===== config.mk =====
export PLATFORM = sky130hd
export DESIGN_NAME = nvm_status_reg
export DESIGN_NICKNAME = d
export VERILOG_FILES = /design/src/rtl/nvm_sr_pkg.sv /design/src/rtl/sr_write_gate.sv /design/src/rtl/sr_wel_latch.sv /design/src/rtl/sr_prot_bits.sv /design/src/rtl/sr_compose.sv /design/src/rtl/nvm_status_reg.sv
export SDC_FILE = /design/constraint.sdc
export NUM_CORES = 1
export LEC_CHECK = 0
export BUFFER_PORTS_ARGS = -buffer_cell sky130_fd_sc_hd__buf_4
export CAP_MARGIN = 20
export CORE_AREA = 2 2 39 41
export CTS_CLUSTER_SIZE = 8
export DETAILED_ROUTE_END_ITERATION = 12
export DIE_AREA = 0 0 41 43
export MAX_ROUTING_LAYER = met4
export PLACE_DENSITY = 0.62
export RECOVER_POWER = 100
export SYNTH_ARGS = -nofsm -noshare
export SYNTH_HDL_FRONTEND = slang
export SYNTH_SLANG_ARGS = --single-unit

===== constraint.sdc =====
create_clock -name clk -period 1.1 [get_ports clk]
set_input_delay 0.055 -clock clk [delete_from_list [all_inputs] [get_ports clk]]
set_output_delay 0.055 -clock clk [all_outputs]
set_load 0.005 [all_outputs]

===== src/rtl/nvm_sr_pkg.sv =====
package nvm_sr_pkg;
  localparam int SR_W      = 8;
  localparam int LVL_W     = 3;
  localparam int POS_BUSY  = 0;
  localparam int POS_WEL   = 1;
  localparam int POS_LVL   = 2;
  localparam int POS_RSVD  = 5;
  localparam int POS_AAI   = 6;
  localparam int POS_LOCK  = 7;
  localparam int LVL_HI    = POS_LVL + LVL_W - 1;

  typedef struct packed {
    logic             lock;
    logic [LVL_W-1:0] level;
  } prot_state_t;
endpackage


===== src/rtl/sr_write_gate.sv =====
module sr_write_gate (
  input  logic wr_req,
  input  logic wel_q,
  input  logic busy_in,
  input  logic lock_q,
  input  logic wp_n,
  output logic accept
);
  logic pin_blocks;

  always_comb begin
    pin_blocks = lock_q & ~wp_n;
    accept     = wr_req & wel_q & ~busy_in & ~pin_blocks;
  end
endmodule


===== src/rtl/sr_wel_latch.sv =====
module sr_wel_latch (
  input  logic clk,
  input  logic por_n,
  input  logic busy_in,
  input  logic wel_set,
  input  logic wel_clr,
  input  logic accept,
  output logic wel_q
);
  logic wel_d;

  always_comb begin
    wel_d = wel_q;
    if (accept)        wel_d = 1'b0;
    else if (!busy_in) begin
      if (wel_clr)      wel_d = 1'b0;
      else if (wel_set) wel_d = 1'b1;
    end
  end

  always_ff @(posedge clk or negedge por_n) begin
    if (!por_n) wel_q <= 1'b0;
    else        wel_q <= wel_d;
  end
endmodule


===== src/rtl/sr_prot_bits.sv =====
module sr_prot_bits
  import nvm_sr_pkg::*;
#(
  parameter logic [LVL_W-1:0] RESET_LEVEL = '1
) (
  input  logic              clk,
  input  logic              por_n,
  input  logic              accept,
  input  logic              wp_n,
  input  logic [SR_W-1:0]   wr_data,
  output prot_state_t       prot_q
);
  prot_state_t prot_d;

  always_comb begin
    prot_d = prot_q;
    if (accept) begin
      if (!prot_q.lock) prot_d.level = wr_data[LVL_HI:POS_LVL];
      if (wp_n)         prot_d.lock  = wr_data[POS_LOCK];
    end
  end

  always_ff @(posedge clk or negedge por_n) begin
    if (!por_n) begin
      prot_q.lock  <= 1'b0;
      prot_q.level <= RESET_LEVEL;
    end else begin
      prot_q <= prot_d;
    end
  end
endmodule


===== src/rtl/sr_compose.sv =====
module sr_compose
  import nvm_sr_pkg::*;
(
  input  logic            busy_in,
  input  logic            aai_in,
  input  logic            wel_q,
  input  prot_state_t     prot_q,
  output logic [SR_W-1:0] status
);
  always_comb begin
    status           = '0;
    status[POS_BUSY] = busy_in;
    status[POS_WEL]  = wel_q;
    status[LVL_HI:POS_LVL] = prot_q.level;
    status[POS_RSVD] = 1'b0;
    status[POS_AAI]  = aai_in;
    status[POS_LOCK] = prot_q.lock;
  end
endmodule


===== src/rtl/nvm_status_reg.sv =====
module nvm_status_reg
  import nvm_sr_pkg::*;
#(
  parameter logic [LVL_W-1:0] RESET_LEVEL = '1
) (
  input  logic             clk,
  input  logic             por_n,
  input  logic             wr_req,
  input  logic [SR_W-1:0]  wr_data,
  input  logic             wel_set,
  input  logic             wel_clr,
  input  logic             busy_in,
  input  logic             aai_in,
  input  logic             wp_n,
  output logic [SR_W-1:0]  status_out,
  output logic [LVL_W-1:0] prot_level,
  output logic             wr_accept
);
  logic        wel_q;
  logic        accept;
  prot_state_t prot_q;

  sr_write_gate u_gate (
    .wr_req (wr_req),
    .wel_q  (wel_q),
    .busy_in(busy_in),
    .lock_q (prot_q.lock),
    .wp_n   (wp_n),
    .accept (accept)
  );

  sr_wel_latch u_wel (
    .clk    (clk),
    .por_n  (por_n),
    .busy_in(busy_in),
    .wel_set(wel_set),
    .wel_clr(wel_clr),
    .accept (accept),
    .wel_q  (wel_q)
  );

  sr_prot_bits #(.RESET_LEVEL(RESET_LEVEL)) u_prot (
    .clk    (clk),
    .por_n  (por_n),
    .accept (accept),
    .wp_n   (wp_n),
    .wr_data(wr_data),
    .prot_q (prot_q)
  );

  sr_compose u_comp (
    .busy_in(busy_in),
    .aai_in (aai_in),
    .wel_q  (wel_q),
    .prot_q (prot_q),
    .status (status_out)
  );

  assign prot_level = prot_q.level;
  assign wr_accept  = accept;
endmodule


After elaboration in Yosys (flattened, before gate mapping)
Cells that the tools add are included.
- register bits: 5
- input bits: 16
- output and inout bits: 12
- word-level logic and storage cells: 20
- equal/unequal tests: 1
- muxes and demuxes: 4
- bitwise operators: 8
- reductions and logical operators: 4
- operators by type and width (kind ; number):
    AND reduction 2 bit ; 3
    bitwise AND 1 bit ; 4
    two-way mux 1 bit ; 4
    NOT 1 bit ; 4
    nonzero test 3 bit ; 1
    != test 2 x 1 -> 1 bit, second input constant ; 1

Depth between registers and ports, before layout
Gate-level depths: netlist of run 1.
- depth in word-level cells: 6
- depth in mapped cells: 2
- mapped depth without buffers: 2

Modules after synthesis
From an unflattened synthesis of run 1, not the netlist that was laid out.
- cell total of the unflattened synthesis: 27
- area, all modules: 322.8 um^2
- by module, submodules not included (module ; times used ; cells each ; area each (um^2) ; seq. area each (um^2)):
    sr_prot_bits ; 1 ; 10 ; 177.7 ; 103.8
    sr_compose ; 1 ; 9 ; 63.8 ; 0.0
    sr_wel_latch ; 1 ; 5 ; 53.8 ; 25.0
    sr_write_gate ; 1 ; 3 ; 27.5 ; 0.0

Worst setup path after synthesis of run 1
Ideal clock, no wire load.
- path type: register -> register
- start point: register, netlist name u_prot.prot_q[3]
- end point: register, netlist name u_prot.prot_q[0]
- setup time: 0.082 ns
- arrival: 0.991 ns
- required time: 1.018 ns
- setup slack: 0.026 ns
- stages on the path, launching flop included: 3
- clock period less this slack: 1.074 ns
- cell sequence: dfrtp_1 > and4bb_4 > mux2_4
- longest elaborated chain between the ends: 4
- RTL lines (element ; RTL line ; source):
    bitwise AND 1 bit ; sr_write_gate.sv:12 ; pin_blocks = lock_q & ~wp_n;
    NOT 1 bit ; sr_write_gate.sv:13 ; accept = wr_req & wel_q & ~busy_in & ~pin_blocks;
    bitwise AND 1 bit ; sr_write_gate.sv:13 ;
    AND reduction 2 bit (no source line) (*) ; - ;
Every way passes the cells marked *; elsewhere a longest branch is shown, timed or not.
A chain may end at the register's enable or synchronous reset.

Worst setup path after layout of run 1
- start point: register, netlist name u_prot.prot_q[3]
- end point: register, netlist name u_prot.prot_q[1]
- longest elaborated chain between the ends: 4
- RTL lines (element ; RTL line):
    bitwise AND 1 bit ; sr_write_gate.sv:12
    NOT 1 bit ; sr_write_gate.sv:13
    bitwise AND 1 bit ; sr_write_gate.sv:13
    AND reduction 2 bit (no source line) (*) ; -
Marked as above.

==> impl_metrics.toml, run 1 <==
[run_status]
status = "finished with violations"
violations = "setup timing"

[power_and_ir_drop]
max-vdd-ir-drop_uv = 396
p_per_area_nw_per_um2 = 1920
leakage_nw = 0.243

[synth]
synth-edff-count = 0
synth_seq_cells = 5
netlist.area_leader.share = 0.247
ys_seq_area_frac = 0.404
synth_ff_type = "dfstp_2"
synth.top_cells.by_count = "buf_4, dfstp_2, mux2_4, dfrtp_1"
synthesis.nets = 42
syn-instance-count = 26
synth_area_per_cell_sq_um = 12.3
syn-cell-area_sq_um = 319
synth_area_leaders = "dfstp_2, buf_4, dfrtp_1"
yosys_warnings = 0
synth_cell_type_count = 14
synth_top_cell_by_area = "dfstp_2"
synth_most_common_cell = "buf_4"
async_flop_share = 1.00

[placed_design]
dp_cells = 56
pre_cts_ws_ps = 0.953
placed_area_sq_um = 444
gp_congestion = 0.692
numPortBuffers = 20
dpl.hpwl_microns = 542

[layout]
fin_area_sq_um = 509
drive_gt1_frac = 0.708
nNetsFinal = 65
regArea_sq_um = 129
fillers = 154
area_delta_synth_final_pct = 59.6
fin_util = 0.368
stdcell_count = 64
multi_input_area_sq_um = 144
antenna_cells = 0

[sta]
fmax_ghz = 0.899
fin_ws_ps = -12.7
skew_ps = 1.20
post-route-period-util = 1.01
drv_slew = 0
setup_violations = 5
hold_viol = 0
min_period_ps = 1110
rsz0062_at_grt = "yes"
whs_ps = 49.8

[cts]
cts.sinks = 5
clk_latency_ps = 240
root_buffer = "clkbuf_4"
cts.path.max_buffers = 2
clk_pin_slew_ps = 40
cts_tree = "yes"
cts_htree_levels = 1
numCtsBuffers = 3

[route]
wl_microns = 699
drc = 0
wire_per_inst_microns = 10.9
num_vias = 259
via_per_inst = 4.05
first_pass_iters = 1
ant_nets = 0
drtIter0Drc = 0

[setup_path]
endpoint_kind = "flop"
crit_path_cell_trace = "and4bb_4 -> mux2_4"
cp.required_ps = 1260
cp.buffers_inverters = 0
cpLargestDelayFamily = "flip-flops"
critical-path-max-stage-delay_ps = 380
crit_path_start_kind = "flop"
crit_type = "flop to flop"
critPathSlowestCell = "dfrtp_1"
critPathMaxFanout = 3
arrival_ps = 1270

[grt]
grt_max_degree = 7
overflow = 0
grt_pass1_wl_mm = 1.09
antenna_found_initial = 0
grt_pass1_vias = 269
grt_usage = 0.0940

[floorplan]
die_h_microns = 43
initial_core_util = 0.231
core_area_sq_um = 1380
die_w_microns = 41
io_pins = 28
num_rows = 14
dieArea_sq_um = 1760

[job]
drv_cap = 0

[worst_hold_path]
hp-class = "input port to flop"
==> final timing paths <==
kind	startpoint	endpoint	slack (ps)	depth (start not counted)
min in group asynchronous	por_n	u_prot.prot_q[3]$_DFFE_PN0P_	200	2
min reg2reg	u_prot.prot_q[2]$_DFFE_PN1P_	u_prot.prot_q[2]$_DFFE_PN1P_	640	1
max	u_prot.prot_q[3]$_DFFE_PN0P_	u_prot.prot_q[1]$_DFFE_PN1P_	-10	2
min	wr_data[7]	u_prot.prot_q[3]$_DFFE_PN0P_	50	2
max reg2reg	u_prot.prot_q[3]$_DFFE_PN0P_	u_prot.prot_q[1]$_DFFE_PN1P_	-10	2
max in group asynchronous	por_n	u_prot.prot_q[2]$_DFFE_PN1P_	620	2
==> cells by family after synthesis <==
logic type / share of synthesized area
buffers and inverters: 0.188
muxes: 0.176
other: 0.0118
AOI/OAI and AO/OA: 0.0353
and+or+nand+nor: 0.184
DFF: 0.404
==> cell usage in the layout (no fill, tap or decap), drive strengths merged <==
cell / synthesis / layout
and4bb: 1 / 1
dfrtp: 2 / 2
conb: 1 / 1
dfstp: 3 / 3
o221a: 1 / 1
dlygate4sd3: 0 / 1
nand4b: 1 / 1
buf: 8 / 21
nor2b: 1 / 1
nand2b: 1 / 1
nor2: 1 / 1
clkbuf: 0 / 8
and2b: 1 / 1
mux2: 4 / 4
nand3b: 1 / 1
==> power breakdown <==
group          switching, mW  internal, mW
registers             0.0542         0.290
logic                  0.127         0.298
clock network         0.0733         0.137
==> worst register-to-register path: stages, from the launching register on <==
cell,delay [ps]
dfrtp_1,380
and4bb_4,350
mux2_4,310
==> layer usage <==
layer / global-route usage / vias up / routed length [microns]
met5: - / - / 0
met3: 0.0209 / 0 / 85
li1: - / 123 / -
met2: 0.156 / 17 / 336
met4: 0.0600 / 0 / 0
met1: 0.0912 / 119 / 278
==> area by class of cell <==
| cell class | count | area share |
|---|---|---|
| clock buffers | 4 | 0.0516 |
| multi-input cells | 13 | 0.283 |
| flip-flops and latches | 5 | 0.253 |
| well taps | 16 | 0.0393 |
| repair buffers | 26 | 0.373 |
==> sequential cells by signal (all words and copies together), names as in the netlist <==
| signal | flops |
|---|---|
| u_prot.prot_q | 4 |
| u_wel.wel_q | 1 |
==> metrics by stage <==
stage / TNS [ps] / power (mW)
finish: -42.6 / 0.979
CTS: -111 / 1.03
global placement: 0 / 0.745
detailed placement: 0 / 0.760
global route: -256 / 1.06
floorplan: 0 / 0.588
==> repair_timing <==
item,CTS,global route
resized for setup,4,2
pin swaps,2,2
endpoints found under the hold margin,5,0
hold buffers,1,0
endpoints found under the setup margin,4,6
buffers inserted,3,0
gates cloned,0,0
No activity file was read; power rests on OpenSTA's default activity.
==> run 2, diff against run 1 <==
- ABC_CLOCK_PERIOD_IN_PS: not set -> 1100
- SYNTH_HIERARCHICAL: not set -> 1
==> run 2 against run 1 <==
Net effect:
- the flow still finishes with violations (setup timing)
- sequential share of layout area increased by 0.25 points
- global-route usage decreased by 1.3 points
- total power decreased by 0.93%
- flip-flop and latch count unchanged
- sequential power about the same
- clock power decreased by 2%
- register-to-register slack got worse by 160 ps
- non-clock buffer count decreased by 1
- via count decreased by 8.9%
- synthesized area increased by 1.2%
- critical path type unchanged
- critical endpoint is now u_prot/prot_q[1]$_DFFE_PN1P_
- largest power group unchanged
- highest routed layer unchanged
==> impl_metrics.toml, run 2 <==
[run_status]
status = "finished with violations"
violations = "setup timing"

[setup_path]
critical-path-max-stage-delay_ps = 370
endpoint_kind = "flop"
arrival_ps = 1430
path_common_cell = "nor2b_4"
critPathMaxFanout = 3
critPathSlowestCell = "dfrtp_1"
crit_path_cell_trace = "nor2b_4 -> nor3_4 -> nor2b_4 -> mux2_4"
crit_path_start_kind = "flop"
crit_type = "flop to flop"
cp.required_ps = 1260

[synth]
synth_area_per_cell_sq_um = 12.0
syn-instance-count = 27
async_flop_share = 1.00
netlist.area_leader.share = 0.244
synth_seq_cells = 5
syn-cell-area_sq_um = 323
synth_most_common_cell = "buf_4"
synth_cell_type_count = 12
synth.top_cells.by_count = "buf_4, dfstp_2, mux2_4"
synthesis.nets = 43
synth_ff_type = "dfstp_2"
synth_top_cell_by_area = "dfstp_2"
ys_seq_area_frac = 0.399
synth_area_leaders = "dfstp_2, buf_4, dfrtp_1"
yosys_warnings = 6
synth-edff-count = 0

[cts]
post_cts_buffers = 0
cts_resized = 0
cts_tree = "yes"
root_buffer = "clkbuf_4"
cts.sinks = 5
clk_latency_ps = 230
cts_htree_levels = 1
clk_pin_slew_ps = 40
numCtsBuffers = 3
cts.path.max_buffers = 2

[sta]
min_period_ps = 1270
hold_viol = 0
rsz0062_at_grt = "yes"
skew_ps = 1.35
drv_slew = 0
fin_ws_ps = -170
fmax_ghz = 0.788
post-route-period-util = 1.15
whs_ps = 50.0
fin_setup_tns_ps = -747
setup_violations = 5

[worst_hold_path]
hp-class = "input port to flop"

[floorplan]
dieArea_sq_um = 1760
num_rows = 14
core_area_sq_um = 1380
io_pins = 28
die_h_microns = 43
initial_core_util = 0.233
die_w_microns = 41

[placed_design]
numPortBuffers = 20
gp_congestion = 0.670
placed_area_sq_um = 462
dpl.hpwl_microns = 466

[route]
wl_microns = 564
ant_nets = 0
num_vias = 236
drc = 0
via_per_inst = 3.69
drtIter0Drc = 0
wire_per_inst_microns = 8.81
first_pass_iters = 1

[grt]
grt_usage = 0.0806
grt_pass1_vias = 221
antenna_found_initial = 0
grt_max_degree = 6
grt_pass1_wl_microns = 903
overflow = 0

[layout]
antenna_cells = 0
drive_gt1_frac = 0.750
largest_register_ffs = 4
reg_top3 = "u_prot/prot_q: 4 flops, u_wel/wel_q: 1 flops"
area_delta_synth_final_pct = 56.2
most-common-layout-cells = "buf_4, clkbuf_4, mux2_4, dfstp_2"
nNetsFinal = 65
final_common_cell = "buf_4"
regMostFlops = "u_prot/prot_q"
fin_area_sq_um = 504

[power_and_ir_drop]
p_per_area_nw_per_um2 = 1920
max-vdd-ir-drop_uv = 469
fin_total_pwr_mw = 0.970
leakage_nw = 0.245

[job]
drv_cap = 0
==> run 2: worst paths after layout <==
kind | startpoint | cells after the start | end | slack (ps)
max | u_prot/prot_q[3]$_DFFE_PN0P_ | 4 | u_prot/prot_q[1]$_DFFE_PN1P_ | -170
min | wr_data[2] | 2 | u_prot/prot_q[0]$_DFFE_PN1P_ | 50
max reg2reg | u_prot/prot_q[3]$_DFFE_PN0P_ | 4 | u_prot/prot_q[1]$_DFFE_PN1P_ | -170
min reg2reg | u_prot/prot_q[0]$_DFFE_PN1P_ | 1 | u_prot/prot_q[0]$_DFFE_PN1P_ | 630
max in group asynchronous | por_n | 2 | u_prot/prot_q[1]$_DFFE_PN1P_ | 640
min in group asynchronous | por_n | 2 | u_wel/wel_q$_DFFE_PN0P_ | 200
==> run 2: area by class of cell <==
cell class / instances / area [sq um]
clock buffers: 4 / 26.3
fillers: 149 / 880
inverters: 2 / 7.51
multi-input cells: 12 / 133
flip-flops and latches: 5 / 129
well taps: 16 / 20.0
repair buffers: 25 / 189
==> run 2: layer usage <==
metal	share of wire	global-route usage	up-vias
met2	0.49	0.100	10
met1	0.41	0.0977	107
met3	0.10	0.0471	0
met5	0	-	-
li1	-	-	119
met4	0	0.0467	0
==> run 2: per-stage QoR <==
stage,std cells,util,worst slack (ps)
6_report,64,0.364,-170
5_1_grt,64,0.364,-249
4_1_cts,64,0.367,-179
3_5_place_dp,58,0.334,-173
3_3_place_gp,58,0.334,-141
2_1_floorplan,27,-,-274
==> run 2: power by group <==
| group | internal (mW) | switching, mW |
|---|---|---|
| Combinational | 0.295 | 0.124 |
| Clock | 0.137 | 0.0693 |
| Sequential | 0.296 | 0.0494 |
==> run 2: critical path, delay by kind of cell, from the launching register on <==
family | cells | cell delay, ps
mux | 1 | 310
flops | 1 | 370
simple gates | 3 | 510
==> run 2: cells by family after synthesis <==
family                 count (synthesis)  share of synthesized area
muxes                                  4                      0.174
DFF                                    5                      0.399
AOI/OAI and AO/OA                      1                     0.0465
other                                  1                     0.0116
and+or+nand+nor                        6                      0.159
buffers and inverters                 10                      0.209
==> run 2: what timing repair did <==
| action | CTS | global route |
|---|---|---|
| hold buffers | 2 | 0 |
| endpoints found under the setup margin | 5 | 5 |
| endpoints found under the hold margin | 6 | 0 |
==> run 3, diff against run 2 <==
- CTS_BUF_LIST: not set -> sky130_fd_sc_hd__clkbuf_4 sky130_fd_sc_hd__clkbuf_8
==> run 3 against run 2 <==
Net effect:
- the run still ends with setup timing left
- critical path depth did not move
- hold slack about the same
- global-route usage unchanged
- first-iteration DRC count did not move
- sequential share of layout area down 0.19 points
- fmax is 0.13% lower
- register-to-register slack is essentially flat
- design area rose by 0.74%
- critical path type unchanged
==> impl_metrics.toml, run 3 (synthesis gave the netlist of run 2 again) <==
[cts]
clk_pin_slew_ps = 40
cts_tree = "yes"
clk_latency_ps = 230
cts_resized = 0
cts.path.max_buffers = 2
cts_htree_levels = 1
numCtsBuffers = 3
cts.sinks = 5
root_buffer = "clkbuf_4"

[power_and_ir_drop]
leakage_nw = 0.248
max-vdd-ir-drop_uv = 471
p_per_area_nw_per_um2 = 1960
fin_total_pwr_mw = 0.996

[route]
wire_per_inst_microns = 8.81
ant_nets = 0
drc = 0
wl_microns = 564
num_vias = 236
via_per_inst = 3.69
first_pass_iters = 1
drtIter0Drc = 0

[layout]
most-common-layout-cells = "buf_4, clkbuf_4, mux2_4, dfstp_2"
final_common_cell = "buf_4"
nNetsFinal = 65
stdcell_count = 64
regMostFlops = "u_prot/prot_q"
largest_register_ffs = 4
antenna_cells = 0
area_delta_synth_final_pct = 57.4
reg_top3 = "u_prot/prot_q: 4 flops, u_wel/wel_q: 1 flops"
drive_gt1_frac = 0.771

[sta]
post-route-period-util = 1.16
fmax_ghz = 0.787
rsz0062_at_grt = "yes"
setup_violations = 5
fin_ws_ps = -171
skew_ps = 0.300
drv_slew = 0
hold_viol = 0
min_period_ps = 1270

[grt]
grt_usage = 0.0806
grt_pass1_vias = 221
overflow = 0
grt_max_degree = 6
grt_pass1_wl_microns = 903
antenna_found_initial = 0

[setup_path]
cp_num_cells = 4
rr_worst_depth = 4
crit_type = "flop to flop"
crit_path_start_kind = "flop"
arrival_ps = 1430
cp.required_ps = 1260
path_common_cell = "nor2b_4"
critPathMaxFanout = 3
cp.buffers_inverters = 0
endpoint_kind = "flop"
crit_path_cell_trace = "nor2b_4 -> nor3_4 -> nor2b_4 -> mux2_4"
cpLargestDelayFamily = "simple AND/OR/NAND/NOR gates"
critPathSlowestCell = "dfrtp_1"
critical-path-max-stage-delay_ps = 370

[worst_hold_path]
hp-class = "input port to flop"
whs_path_depth = 2

[job]
drv_cap = 0

[placed_design]
numPortBuffers = 20
gp_congestion = 0.670
dp_cells = 58
dpl.hpwl_microns = 466

[run_status]
status = "finished with violations"
violations = "setup timing"

[floorplan]
die_w_microns = 41
num_rows = 14
die_h_microns = 43
initial_core_util = 0.233
io_pins = 28
dieArea_sq_um = 1760
core_area_sq_um = 1380
-- run 3: final timing paths --
check / slack, ps / from / endpoint
worst min-delay path: 50 / wr_data[2] / u_prot/prot_q[0]$_DFFE_PN1P_
min in group asynchronous: 190 / por_n / u_prot/prot_q[3]$_DFFE_PN0P_
max in group asynchronous: 640 / por_n / u_prot/prot_q[1]$_DFFE_PN1P_
worst max register to register: -170 / u_prot/prot_q[3]$_DFFE_PN0P_ / u_prot/prot_q[1]$_DFFE_PN1P_
worst min register to register: 630 / u_prot/prot_q[0]$_DFFE_PN1P_ / u_prot/prot_q[0]$_DFFE_PN1P_
worst max-delay path: -170 / u_prot/prot_q[3]$_DFFE_PN0P_ / u_prot/prot_q[1]$_DFFE_PN1P_
-- run 3: metal layers --
metal,global-route usage,routed length [microns]
met2,0.100,275
met1,0.0977,230
met4,0.0467,0
met3,0.0471,58
met5,-,0
-- run 3: layout make-up --
| class | instances | area (sq um) |
|---|---|---|
| repair buffers | 25 | 189 |
| fillers | 147 | 876 |
| clock buffers | 4 | 30.0 |
| flip-flops and latches | 5 | 129 |
| well taps | 16 | 20.0 |
| inverters | 2 | 7.51 |
| multi-input cells | 12 | 133 |
-- run 3: repair_timing --
action | CTS | global route
endpoints found under the setup margin | 5 | 5
gates cloned | 0 | 0
buffers inserted | 0 | 0
hold endpoints to repair | 6 | 0
hold buffers | 2 | 0
-- run 3: report_power, final --
| group | leakage, nW | switching [mW] | internal (mW) | total, mW |
|---|---|---|---|---|
| Clock | 0.0184 | 0.0706 | 0.161 | 0.232 |
| Combinational | 0.174 | 0.124 | 0.295 | 0.419 |
| Sequential | 0.0560 | 0.0494 | 0.296 | 0.345 |
-- run 3: metrics by stage --
step,TNS [ps],setup slack [ps],util,cell area [sq um],hold WS (ps)
after floorplan,-950,-274,-,329,-241
after global placement,-537,-141,0.334,462,-141
after detailed placement,-646,-173,0.334,462,-141
after CTS,-791,-180,0.370,512,43.5
after global routing,-1140,-250,0.367,508,41.8
final,-754,-171,0.367,508,50.0
